<file path="config.mk">
export PLATFORM = sky130hd
export DESIGN_NAME = branch_target_unit
export DESIGN_NICKNAME = d
export VERILOG_FILES = /design/src/rtl/bru_pkg.sv /design/src/rtl/bru_decode.sv /design/src/rtl/bru_rel_target.sv /design/src/rtl/bru_ind_fetch.sv /design/src/rtl/branch_target_unit.sv
export SDC_FILE = /design/constraint.sdc
export NUM_CORES = 1
export LEC_CHECK = 0
export BUFFER_PORTS_ARGS = -buffer_cell sky130_fd_sc_hd__buf_4
export CORE_MARGIN = 2
export CORE_UTILIZATION = 50
export CTS_BUF_LIST = sky130_fd_sc_hd__clkbuf_16
export CTS_CLUSTER_SIZE = 28
export DETAILED_ROUTE_END_ITERATION = 7
export PLACE_DENSITY = 0.76
export SLEW_MARGIN = 30
export SYNTH_ARGS = -nofsm -noshare
export SYNTH_HDL_FRONTEND = slang
export SYNTH_HIERARCHICAL = 1
export SYNTH_SLANG_ARGS = --single-unit
</file>
<file path="constraint.sdc">
create_clock -name clk -period 2.8 [get_ports clk]
set_clock_uncertainty 0.2 [all_clocks]
set_input_delay 0.14 -clock clk [delete_from_list [all_inputs] [get_ports clk]]
set_output_delay 0.14 -clock clk [all_outputs]
set_load 0.02 [all_outputs]
</file>
<file path="src/rtl/bru_pkg.sv">
package bru_pkg;

   localparam int OPC_W = 8;

   localparam logic [OPC_W-1:0] OP_JMP_ABS = 8'h4C;
   localparam logic [OPC_W-1:0] OP_JMP_IND = 8'h6C;
   localparam logic [4:0]       BR_LOW_PAT = 5'b10000;

   typedef enum logic [1:0] {
      FLG_N = 2'b00,
      FLG_V = 2'b01,
      FLG_C = 2'b10,
      FLG_Z = 2'b11
   } flag_sel_e;

   typedef enum logic [1:0] {
      K_NONE,
      K_BRANCH,
      K_JABS,
      K_JIND
   } op_kind_e;

   typedef enum logic [1:0] {
      ST_IDLE,
      ST_PTR_LO,
      ST_PTR_HI
   } fetch_st_e;

endpackage

</file>
<file path="src/rtl/bru_decode.sv">
module bru_decode
   import bru_pkg::*;
(
   input  logic [OPC_W-1:0] opcode,
   input  logic             fn,
   input  logic             fz,
   input  logic             fc,
   input  logic             fv,
   output op_kind_e         kind,
   output logic             cond_met
);

   flag_sel_e sel;
   logic      flag_val;

   assign sel = flag_sel_e'(opcode[7:6]);

   always_comb begin
      case (sel)
         FLG_N:   flag_val = fn;
         FLG_V:   flag_val = fv;
         FLG_C:   flag_val = fc;
         default: flag_val = fz;
      endcase
   end

   // bit 5 holds the flag value that makes the branch go
   assign cond_met = (flag_val == opcode[5]);

   always_comb begin
      if (opcode[4:0] == BR_LOW_PAT)
         kind = K_BRANCH;
      else if (opcode == OP_JMP_ABS)
         kind = K_JABS;
      else if (opcode == OP_JMP_IND)
         kind = K_JIND;
      else
         kind = K_NONE;
   end

endmodule

</file>
<file path="src/rtl/bru_rel_target.sv">
module bru_rel_target #(
   parameter int ADDR_W      = 16,
   parameter int DATA_W      = 8,
   parameter int PAGE_W      = 8,
   parameter int PAGE_DETECT = 0
) (
   input  logic [ADDR_W-1:0] base,
   input  logic [DATA_W-1:0] disp,
   output logic [ADDR_W-1:0] target,
   output logic              page_cross
);

   localparam int EXT_W = ADDR_W - DATA_W;
   localparam int HI_W  = ADDR_W - PAGE_W;

   logic [ADDR_W-1:0] disp_ext;

   assign disp_ext = {{EXT_W{disp[DATA_W-1]}}, disp};

   generate
      if (EXT_W < 1) begin : g_bad_ext
         $error("bru_rel_target: ADDR_W must exceed DATA_W");
      end
      if (PAGE_W < 1 || PAGE_W >= ADDR_W) begin : g_bad_page
         $error("bru_rel_target: PAGE_W out of range");
      end

      if (PAGE_DETECT == 0) begin : g_cmp
         // full-width add, then compare the page numbers
         assign target     = base + disp_ext;
         assign page_cross = (target[ADDR_W-1:PAGE_W] != base[ADDR_W-1:PAGE_W]);
      end else begin : g_carry
         if (DATA_W > PAGE_W) begin : g_bad_carry
            $error("bru_rel_target: carry detect needs DATA_W <= PAGE_W");
         end
         // split add: page change is the low carry against the sign
         logic [PAGE_W:0]  low_sum;
         logic [HI_W-1:0]  hi_sum;
         assign low_sum    = {1'b0, base[PAGE_W-1:0]} + {1'b0, disp_ext[PAGE_W-1:0]};
         assign hi_sum     = base[ADDR_W-1:PAGE_W] + disp_ext[ADDR_W-1:PAGE_W]
                           + {{(HI_W-1){1'b0}}, low_sum[PAGE_W]};
         assign target     = {hi_sum, low_sum[PAGE_W-1:0]};
         assign page_cross = low_sum[PAGE_W] ^ disp[DATA_W-1];
      end
   endgenerate

endmodule

</file>
<file path="src/rtl/bru_ind_fetch.sv">
module bru_ind_fetch
   import bru_pkg::*;
#(
   parameter int ADDR_W = 16,
   parameter int DATA_W = 8
) (
   input  logic              clk,
   input  logic              rst_n,
   input  logic              start,
   input  logic [ADDR_W-1:0] ptr_base,
   input  logic [DATA_W-1:0] rd_data,
   output logic              rd_en,
   output logic [ADDR_W-1:0] rd_addr,
   output logic              busy,
   output logic              fin,
   output logic [ADDR_W-1:0] target
);

   localparam logic [ADDR_W-1:0] ONE = {{(ADDR_W-1){1'b0}}, 1'b1};

   generate
      if (ADDR_W != 2 * DATA_W) begin : g_bad_ratio
         $error("bru_ind_fetch: pointer must assemble from two bytes");
      end
   endgenerate

   fetch_st_e         st;
   logic [ADDR_W-1:0] ptr_q;
   logic [DATA_W-1:0] lo_q;

   always_ff @(posedge clk) begin
      if (!rst_n) begin
         st    <= ST_IDLE;
         ptr_q <= '0;
         lo_q  <= '0;
      end else begin
         case (st)
            ST_IDLE: if (start) begin
               ptr_q <= ptr_base;
               st    <= ST_PTR_LO;
            end
            ST_PTR_LO: begin
               lo_q <= rd_data;
               st   <= ST_PTR_HI;
            end
            ST_PTR_HI: st <= ST_IDLE;
            default:   st <= ST_IDLE;
         endcase
      end
   end

   assign rd_en   = (st != ST_IDLE);
   assign busy    = rd_en;
   assign fin     = (st == ST_PTR_HI);
   assign rd_addr = (st == ST_PTR_HI) ? ptr_q + ONE : ptr_q;
   assign target  = {rd_data, lo_q};

   // the high-byte read sits one address past the low-byte read
   p_hi_addr_step_r7: assert property (@(posedge clk) disable iff (!rst_n)
      (st == ST_PTR_HI) |-> (rd_addr == $past(rd_addr) + ONE));

   // a fetch begins only on a start request
   p_start_gates_busy_r9: assert property (@(posedge clk) disable iff (!rst_n)
      $rose(busy) |-> $past(start));

endmodule

</file>
<file path="src/rtl/branch_target_unit.sv">
module branch_target_unit
   import bru_pkg::*;
#(
   parameter int ADDR_W      = 16,
   parameter int DATA_W      = 8,
   parameter int PAGE_W      = 8,
   parameter int PAGE_DETECT = 0,
   parameter int EXTRA_W     = 2
) (
   input  logic               clk,
   input  logic               rst_n,
   input  logic               issue_valid,
   input  logic [7:0]         opcode,
   input  logic               flag_n,
   input  logic               flag_z,
   input  logic               flag_c,
   input  logic               flag_v,
   input  logic [ADDR_W-1:0]  pc_next,
   input  logic [DATA_W-1:0]  branch_off,
   input  logic [ADDR_W-1:0]  abs_operand,
   output logic               ptr_rd,
   output logic [ADDR_W-1:0]  ptr_addr,
   input  logic [DATA_W-1:0]  ptr_data,
   output logic               busy,
   output logic               done,
   output logic               taken,
   output logic [ADDR_W-1:0]  next_pc,
   output logic [EXTRA_W-1:0] extra_cycles
);

   localparam logic [EXTRA_W-1:0] X_NONE  = '0;
   localparam logic [EXTRA_W-1:0] X_TAKEN = EXTRA_W'(1);
   localparam logic [EXTRA_W-1:0] X_PAGE  = EXTRA_W'(2);

   generate
      if (EXTRA_W < 2) begin : g_bad_extra
         $error("branch_target_unit: EXTRA_W must hold the value 2");
      end
   endgenerate

   op_kind_e           kind;
   logic               cond_met;
   logic [ADDR_W-1:0]  rel_target;
   logic               page_cross;
   logic               fetch_busy;
   logic               fetch_fin;
   logic [ADDR_W-1:0]  fetch_target;
   logic               accept;

   logic [ADDR_W-1:0]  nxt_pc;
   logic               nxt_taken;
   logic [EXTRA_W-1:0] nxt_extra;

   logic               done_q;
   logic               taken_q;
   logic [ADDR_W-1:0]  pc_q;
   logic [EXTRA_W-1:0] extra_q;

   bru_decode u_decode (
      .opcode   (opcode),
      .fn       (flag_n),
      .fz       (flag_z),
      .fc       (flag_c),
      .fv       (flag_v),
      .kind     (kind),
      .cond_met (cond_met)
   );

   bru_rel_target #(
      .ADDR_W      (ADDR_W),
      .DATA_W      (DATA_W),
      .PAGE_W      (PAGE_W),
      .PAGE_DETECT (PAGE_DETECT)
   ) u_rel (
      .base       (pc_next),
      .disp       (branch_off),
      .target     (rel_target),
      .page_cross (page_cross)
   );

   assign accept = issue_valid && !fetch_busy;

   bru_ind_fetch #(
      .ADDR_W (ADDR_W),
      .DATA_W (DATA_W)
   ) u_fetch (
      .clk      (clk),
      .rst_n    (rst_n),
      .start    (accept && (kind == K_JIND)),
      .ptr_base (abs_operand),
      .rd_data  (ptr_data),
      .rd_en    (ptr_rd),
      .rd_addr  (ptr_addr),
      .busy     (fetch_busy),
      .fin      (fetch_fin),
      .target   (fetch_target)
   );

   always_comb begin
      nxt_pc    = pc_next;
      nxt_taken = 1'b0;
      nxt_extra = X_NONE;
      case (kind)
         K_BRANCH: if (cond_met) begin
            nxt_pc    = rel_target;
            nxt_taken = 1'b1;
            nxt_extra = page_cross ? X_PAGE : X_TAKEN;
         end
         K_JABS: begin
            nxt_pc    = abs_operand;
            nxt_taken = 1'b1;
         end
         default: ;
      endcase
   end

   always_ff @(posedge clk) begin
      if (!rst_n) begin
         done_q  <= 1'b0;
         taken_q <= 1'b0;
         pc_q    <= '0;
         extra_q <= '0;
      end else begin
         done_q <= 1'b0;
         if (fetch_fin) begin
            done_q  <= 1'b1;
            taken_q <= 1'b1;
            pc_q    <= fetch_target;
            extra_q <= X_NONE;
         end else if (accept && (kind != K_JIND)) begin
            done_q  <= 1'b1;
            taken_q <= nxt_taken;
            pc_q    <= nxt_pc;
            extra_q <= nxt_extra;
         end
      end
   end

   assign busy         = fetch_busy;
   assign done         = done_q;
   assign taken        = taken_q;
   assign next_pc      = pc_q;
   assign extra_cycles = extra_q;

   // a failing branch returns the follow-on address
   p_fail_keeps_pc_r4: assert property (@(posedge clk) disable iff (!rst_n)
      (accept && kind == K_BRANCH && !cond_met) |=>
      (done && !taken && next_pc == $past(pc_next) && extra_cycles == X_NONE));

   // a passing branch lands at base plus the signed displacement
   p_rel_target_r3: assert property (@(posedge clk) disable iff (!rst_n)
      (accept && kind == K_BRANCH && cond_met) |=>
      (taken && next_pc == $past(pc_next) +
         {{(ADDR_W-DATA_W){$past(branch_off[DATA_W-1])}}, $past(branch_off)}));

   // penalty is 2 exactly when the page number changes
   p_page_penalty_r5: assert property (@(posedge clk) disable iff (!rst_n)
      (accept && kind == K_BRANCH && cond_met) |=>
      ((extra_cycles == X_PAGE) ==
       (next_pc[ADDR_W-1:PAGE_W] != $past(pc_next[ADDR_W-1:PAGE_W])) &&
       (extra_cycles == X_PAGE || extra_cycles == X_TAKEN)));

   // absolute jump loads the operand with no penalty
   p_abs_jump_r6: assert property (@(posedge clk) disable iff (!rst_n)
      (accept && kind == K_JABS) |=>
      (done && taken && next_pc == $past(abs_operand) && extra_cycles == X_NONE));

   // the end of a pointer fetch yields a taken, penalty-free result
   p_ind_result_r7: assert property (@(posedge clk) disable iff (!rst_n)
      fetch_fin |=> (done && taken && extra_cycles == X_NONE));

   // no result appears while a fetch is mid-way
   p_busy_quiet_r9: assert property (@(posedge clk) disable iff (!rst_n)
      (fetch_busy && !fetch_fin) |=> !done);

endmodule

</file>
# --- Yosys cells after proc, flatten, opt, wreduce, memory -nomap -nowiden ---
# Cells that the tools add are included.
op_classes:
  addsub: 2
  n_eq_ne: 14
  n_mux: 20
  n_bitwise: 1
  reduce_logical: 10
ops:
  columns: ["cell", "n"]
  rows:
  - ["2-to-1 mux 16 bit", 4]
  - ["case mux 16 bit (2 select lines)", 1]
  - ["adder 16 x 1 -> 16 bit, second input constant", 1]
  - ["adder 16 bit", 1]
  - ["equality test 8 x 7 -> 1 bit, second input constant", 2]
  - ["2-to-1 mux 2 bit", 7]
  - ["equality test 2 bit, second input constant", 4]
  - ["inequality test 8 bit", 1]
  - ["equality test 2 x 1 -> 1 bit, second input constant", 3]
  - ["equality test 5 bit, second input constant", 1]
  - ["2-to-1 mux 1 bit", 5]
  - ["zero test 2 bit", 2]
  - ["case mux 2 bit (2 select lines)", 1]
  - ["nonzero test 2 bit", 2]
  - ["logical AND 1 bit", 3]
  - ["case mux 1 bit (3 select lines)", 1]
  - ["inequality test 2 x 1 -> 1 bit, second input constant", 1]
  - ["inequality test 2 bit, second input constant", 1]
  - ["case mux 1 bit (2 select lines)", 1]
  - ["AND reduction 2 bit", 1]
  - ["OR reduction 2 bit", 1]
  - ["equality test 1 bit", 1]
  - ["zero test 1 bit", 1]
  - ["NOT 1 bit", 1]
word_totals:
  regBits: 46
  input_bits: 63

# --- Longest topological paths before layout ---
logic_depth:
  ltp_word: 8
  ltp_mapped: 11
  depth_no_buf: 11

# --- By module ---
# Netlist, hierarchy kept.
modules_own_cells:
  columns: ["module", "instances", "cells_each", "area_per_inst_um2", "seq_area_each_um2"]
  rows:
  - ["branch_target_unit", 1, 177, 1572.8, 400.4]
  - ["bru_ind_fetch", 1, 167, 1347.5, 520.5]
  - ["bru_rel_target", 1, 125, 928.4, 0.0]
  - ["bru_decode", 1, 7, 71.3, 0.0]

# --- Worst setup path before layout ---
# OpenSTA, ideal clock, no wires.
synth_path:
  kind: "in2reg"
  startpoint: "in pc_next[0]"
  endpoint: "reg extra_q[0] (netlist: extra_cycles[0])"
  setup_time_ps: 70
  arrival_time_ps: 2338
  setup_slack_ps: 193
  path_stages: 11
  n_path_buf: 0
  path_cell_list: "ha_1 > fa_1 > a211oi_2 > o21ai_1 > a2111oi_2 > nor3_2 > xor2_1 > xnor2_1 > nand4_1 > nand4b_1 > a21oi_1"
synth_between:
  elab_chain_cells: 5
synth_rtl:
  columns: ["element", "line", "source"]
  rows:
  - ["start, declared", "branch_target_unit.sv:18", "input logic [ADDR_W-1:0] pc_next,"]
  - ["adder 16 bit", "bru_rel_target.sv:30", "assign target = base + disp_ext;"]
  - ["net rel_target[12]", "branch_target_unit.sv:43", "logic [ADDR_W-1:0] rel_target;"]
  - ["inequality test 8 bit", "bru_rel_target.sv:31", "assign page_cross = (target[ADDR_W-1:PAGE_W] != base[ADDR_W-1:PAGE_W]);"]
  - ["net page_cross", "branch_target_unit.sv:44", "logic page_cross;"]
  - ["2-to-1 mux 2 bit", "branch_target_unit.sv:107", "nxt_extra = page_cross ? X_PAGE : X_TAKEN;"]
  - ["2-to-1 mux 2 bit", "branch_target_unit.sv:104", "K_BRANCH: if (cond_met) begin"]
  - ["2-to-1 mux 2 bit", "branch_target_unit.sv:103", "case (kind)"]
  - ["end signal, assigned", "branch_target_unit.sv:134", "extra_q <= nxt_extra;"]
  - ["end, declared", "branch_target_unit.sv:57", "logic [EXTRA_W-1:0] extra_q;"]
# The timed path passes the listed nets, and every way through them passes these cells.
# A chain may end at the register's enable or synchronous reset.

# --- Worst setup path after layout ---
# Same ends and word-level chain as after synthesis.

==> impl_summary.txt <==
----------------------------------------------------
[Setup path]
  Category of cells accounting for the largest share of critical-path delay ... compound AO/OA/AOI/OAI gates
  Startpoint types ... input port
  Critical Setup Path Class ... in2reg
  Cells along the critical path ... buf_4 > ha_1 > buf_4 > a21oi_1 > o211ai_1 > a311o_2 > a21oi_1 > xnor2_1 > xnor2_1 > nand4_1 > nand4b_1 > a21oi_1
  Biggest cell delay along the critical path ... between 0.4 and 0.5 ns
  Setup slack of the worst register-to-register path ... between 0.7 and 0.8 ns
  Critical path's most frequent cell ... a21oi_1
  Crit path required time ... 2.82 ns
  Maximum fanout along the worst path ... 3
  Worst setup EP type ... flip-flop
  Levels on crit path ... 12
  Data arrival time at the worst-slack endpoint ... approximately 2.6 ns
  Worst Reg-to-Reg Cells ... 5
  Slowest cell on the critical path ... a311o_2
  Worst path buffer plus inverter count ... 2

[Logic synthesis]
  Share of Yosys cell area claimed by the top area cell type ... 23.5%
  Post-synthesis sequential element count ... 46
  Number of different library cells in the post-synthesis netlist ... between 60 and 70
  Post-synth top cells ... nand2_1, dfxtp_1, a21oi_1
  Most used standard cell by instance count after synthesis ... nand2_1
  Number of synthesis warnings ... 6
  Post-synth ARST share ... 0%
  Post-Synthesis Net Count ... roughly 560
  Sequential-to-total area share from yosys stat ... about a quarter
  Cell area after technology mapping ... approximately 3900 µm²
  Synthesized area per cell ... roughly 8 µm²
  Most area-consuming cells after synthesis ... dfxtp_1, ha_1, nand2_1
  Cells after Synth ... approximately 480
  Dominant cell type by area after synthesis ... dfxtp_1
  Number of flops mapped to enable cells by yosys ... 0
  Dominant synthesized flop cell ... dfxtp_1

[Floorplanning]
  Die width ... a little over 90 µm
  Die area ... roughly 8600 µm²
  Area of the placeable core ... approximately 7600 µm²
  Number of top-level design ports ... 101
  Total number of placement rows ... 32
  Initial core utilization ... around 51%
  Die boundary height ... just over 90 µm

[Finish]
  Utilization after layout ... approximately 67%
  Filler cell count ... ~640
  Post-route non-filler standard cell count ... ~700
  N_diodes ... 0
  Area growth, synth to finish ... 30.6%
  Final nets ... 669
  Fraction of final layout cells sized beyond drive strength 1 ... between 20% and 30%

[CTS]
  Clock buffer count from CTS ... 5
  Worst skew pair latency ... just under 0.3 ns
  TritonCTS clock tree ... yes
  Number of sinks driven by the clock tree ... 46
  CTS clock-pin slew for the worst setup and hold paths ... ~0.070 ns
  Bufs on Longest Clock Path ... 2
  Htree depth ... 2
  Root buffer cell ... clkbuf_16

[STA]
  Rel. slew slack ... about half
  Total negative slack ... 0 ns
  Final period utilization ... 90.6%
  Count of pins over their slew limit ... 0
  Achievable clock frequency ... approximately 400 MHz
  Post-layout minimum cycle time ... approximately 2.5 ns
  Final number of hold-violating endpoints ... 0
  Setup repair after global routing missed its margin ... no
  Final-layout worst hold slack ... between 0.015 and 0.02 ns
  Worst Tran Pin Value ... 0.729 ns
  Final setup violating endpoints ... 0

[Global routing]
  Wire length of the first global-routing pass ... 18.5 mm
  Antenna violations before repair ... 0
  Aggregate global-route resource usage ... between 20% and 30%
  Via count of the first global-routing pass ... 4018
  Largest net degree at the start of global routing ... 58
  Leftover overflow at the end of global routing ... 0

[Pwr]
  Leak Pwr ... 2.11 nW
  Net switching component of the power ... between 500 and 600 µW
  Cell internal power dissipation ... between 1 and 1.5 mW
  Combinational share of power ... between 30% and 40%
  Total power ... between 1.5 and 2 mW
  Flop pwr share ... 36.8%
  Fraction of power spent switching nets ... between 30% and 40%
  Maximum vdd ir drop ... approximately 0.23 mV
  Clock power share ... between 30% and 40%
  Power per Cell Area ... around 360 nW/µm²

[Drt]
  Via density ... slightly below 6
  Number of optimization iterations in the first detailed-route pass ... 5
  Post-detailed-routing wire length ... between 10 and 15 mm
  DRC marker count from the first detailed-route iteration ... between 200 and 250
  DRC violation count after routing ... 0
  Average routed wire per standard cell ... roughly 17 µm
  Overall via count from detail_route ... ~4k
  Remaining antenna violation count after routing ... 0

[Run]
  Total of max-cap violations ... 0

[Place]
  Placer Congestion ... about 0.9
  Detailed placer's ending HPWL ... about 8.6 mm
  DP Cell Count ... 656
  Count of buffers inserted at the top-level ports ... 100

[Hold path]
  Worst min-delay path category ... in2reg
  Worst hold stages ... 3

[Run status]
  Result of the run ... complete, no violations

----------------------------------------------------
through the flow:
stage | area [µm²] | setup slack (ns)
2_1_floorplan | 3920 | 0.193
3_3_place_gp | 4710 | -0.00901
3_5_place_dp | 4710 | -0.0760
4_1_cts | 5090 | 0.192
5_1_grt | 5120 | 0.0546
6_report | 5120 | 0.263
logic make-up after synthesis:
group | synth area share (%)
DFF | 23.5
buffers and inverters | 10.6
muxes | 1.12
and+or+nand+nor | 20.6
adders and majority gates | 6.58
AOI/OAI and AO/OA | 29.4
xor gates and xnor gates | 8.27
worst reg2reg max path: stages (launching register included):
cell and delay, ns:
dfxtp_1 0.36, nor2_1 0.21, inv_1 0.12, nor3b_2 0.30, or2_1 0.55, a31oi_1 0.18
registers in the layout, summed over array words and instances, names as in the netlist:
signal,flops
done,1
extra_cycles,2
next_pc,16
taken,1
u_fetch/lo_q,8
u_fetch/ptr_q,16
u_fetch/st,2
cells in the final DEF (no fill, tap or decap), drive strengths merged, types with 3 or more instances in the layout:
cell type and instances:
and2 3, nor2 12, and3 3, nand4 8, ha 19, a21boi 24
a21oi 33, a211oi 3, buf 123, inv 27, nor3 6, o21ai 8
o211ai 3, clkbuf 5, nand3 13, dfxtp 46, nand3b 16, o31ai 16
nand2b 6, nand2 62, xor2 11, a22o 17, o221ai 16, a31oi 17
nor2b 6, dlygate4sd3 24, xnor2 26
path summary, 6_finish.rpt:
path                                      start              end
worst max-delay path                 pc_next[0]  extra_cycles[0]
worst min-delay path                pc_next[15]      next_pc[15]
worst max register to register    u_fetch/st[1]      next_pc[12]
worst min register to register  u_fetch/lo_q[1]  u_fetch/lo_q[1]
layer usage:
metal	global-route usage (%)	wire length [µm]
met1	32.8	4800
met2	45.7	5770
met3	4.07	637
met4	12.1	336
met5	0	0
layout make-up:
type / count / area, µm² / share of cell area, %
multi-input combinational: 359 / 2620 / 51.1
timing repair buffer: 147 / 1210 / 23.7
sequential: 46 / 921 / 18.0
tap: 102 / 128 / 2.49
clock buffer: 5 / 125 / 2.44
inverter: 27 / 101 / 1.98
clock inverter: 3 / 16.3 / 0.318
power by group through the flow:
stage | clock, mW | sequential, mW | combinational [mW]
detailed placement | 0 | 0.698 | 0.544
finish | 0.582 | 0.684 | 0.591
global route | 0.609 | 0.685 | 0.638
floorplan | 0 | 0.716 | 0.322
global placement | 0 | 0.698 | 0.536
CTS | 0.583 | 0.683 | 0.573
what timing repair did:
item,4_1_cts,5_1_grt
buffers inserted,0,1
endpoints found under the hold margin,24,0
hold buffers,24,0
gates resized for setup,0,4
endpoints found under the setup margin,0,1
Note: power is estimated with default switching activity, not from simulation.
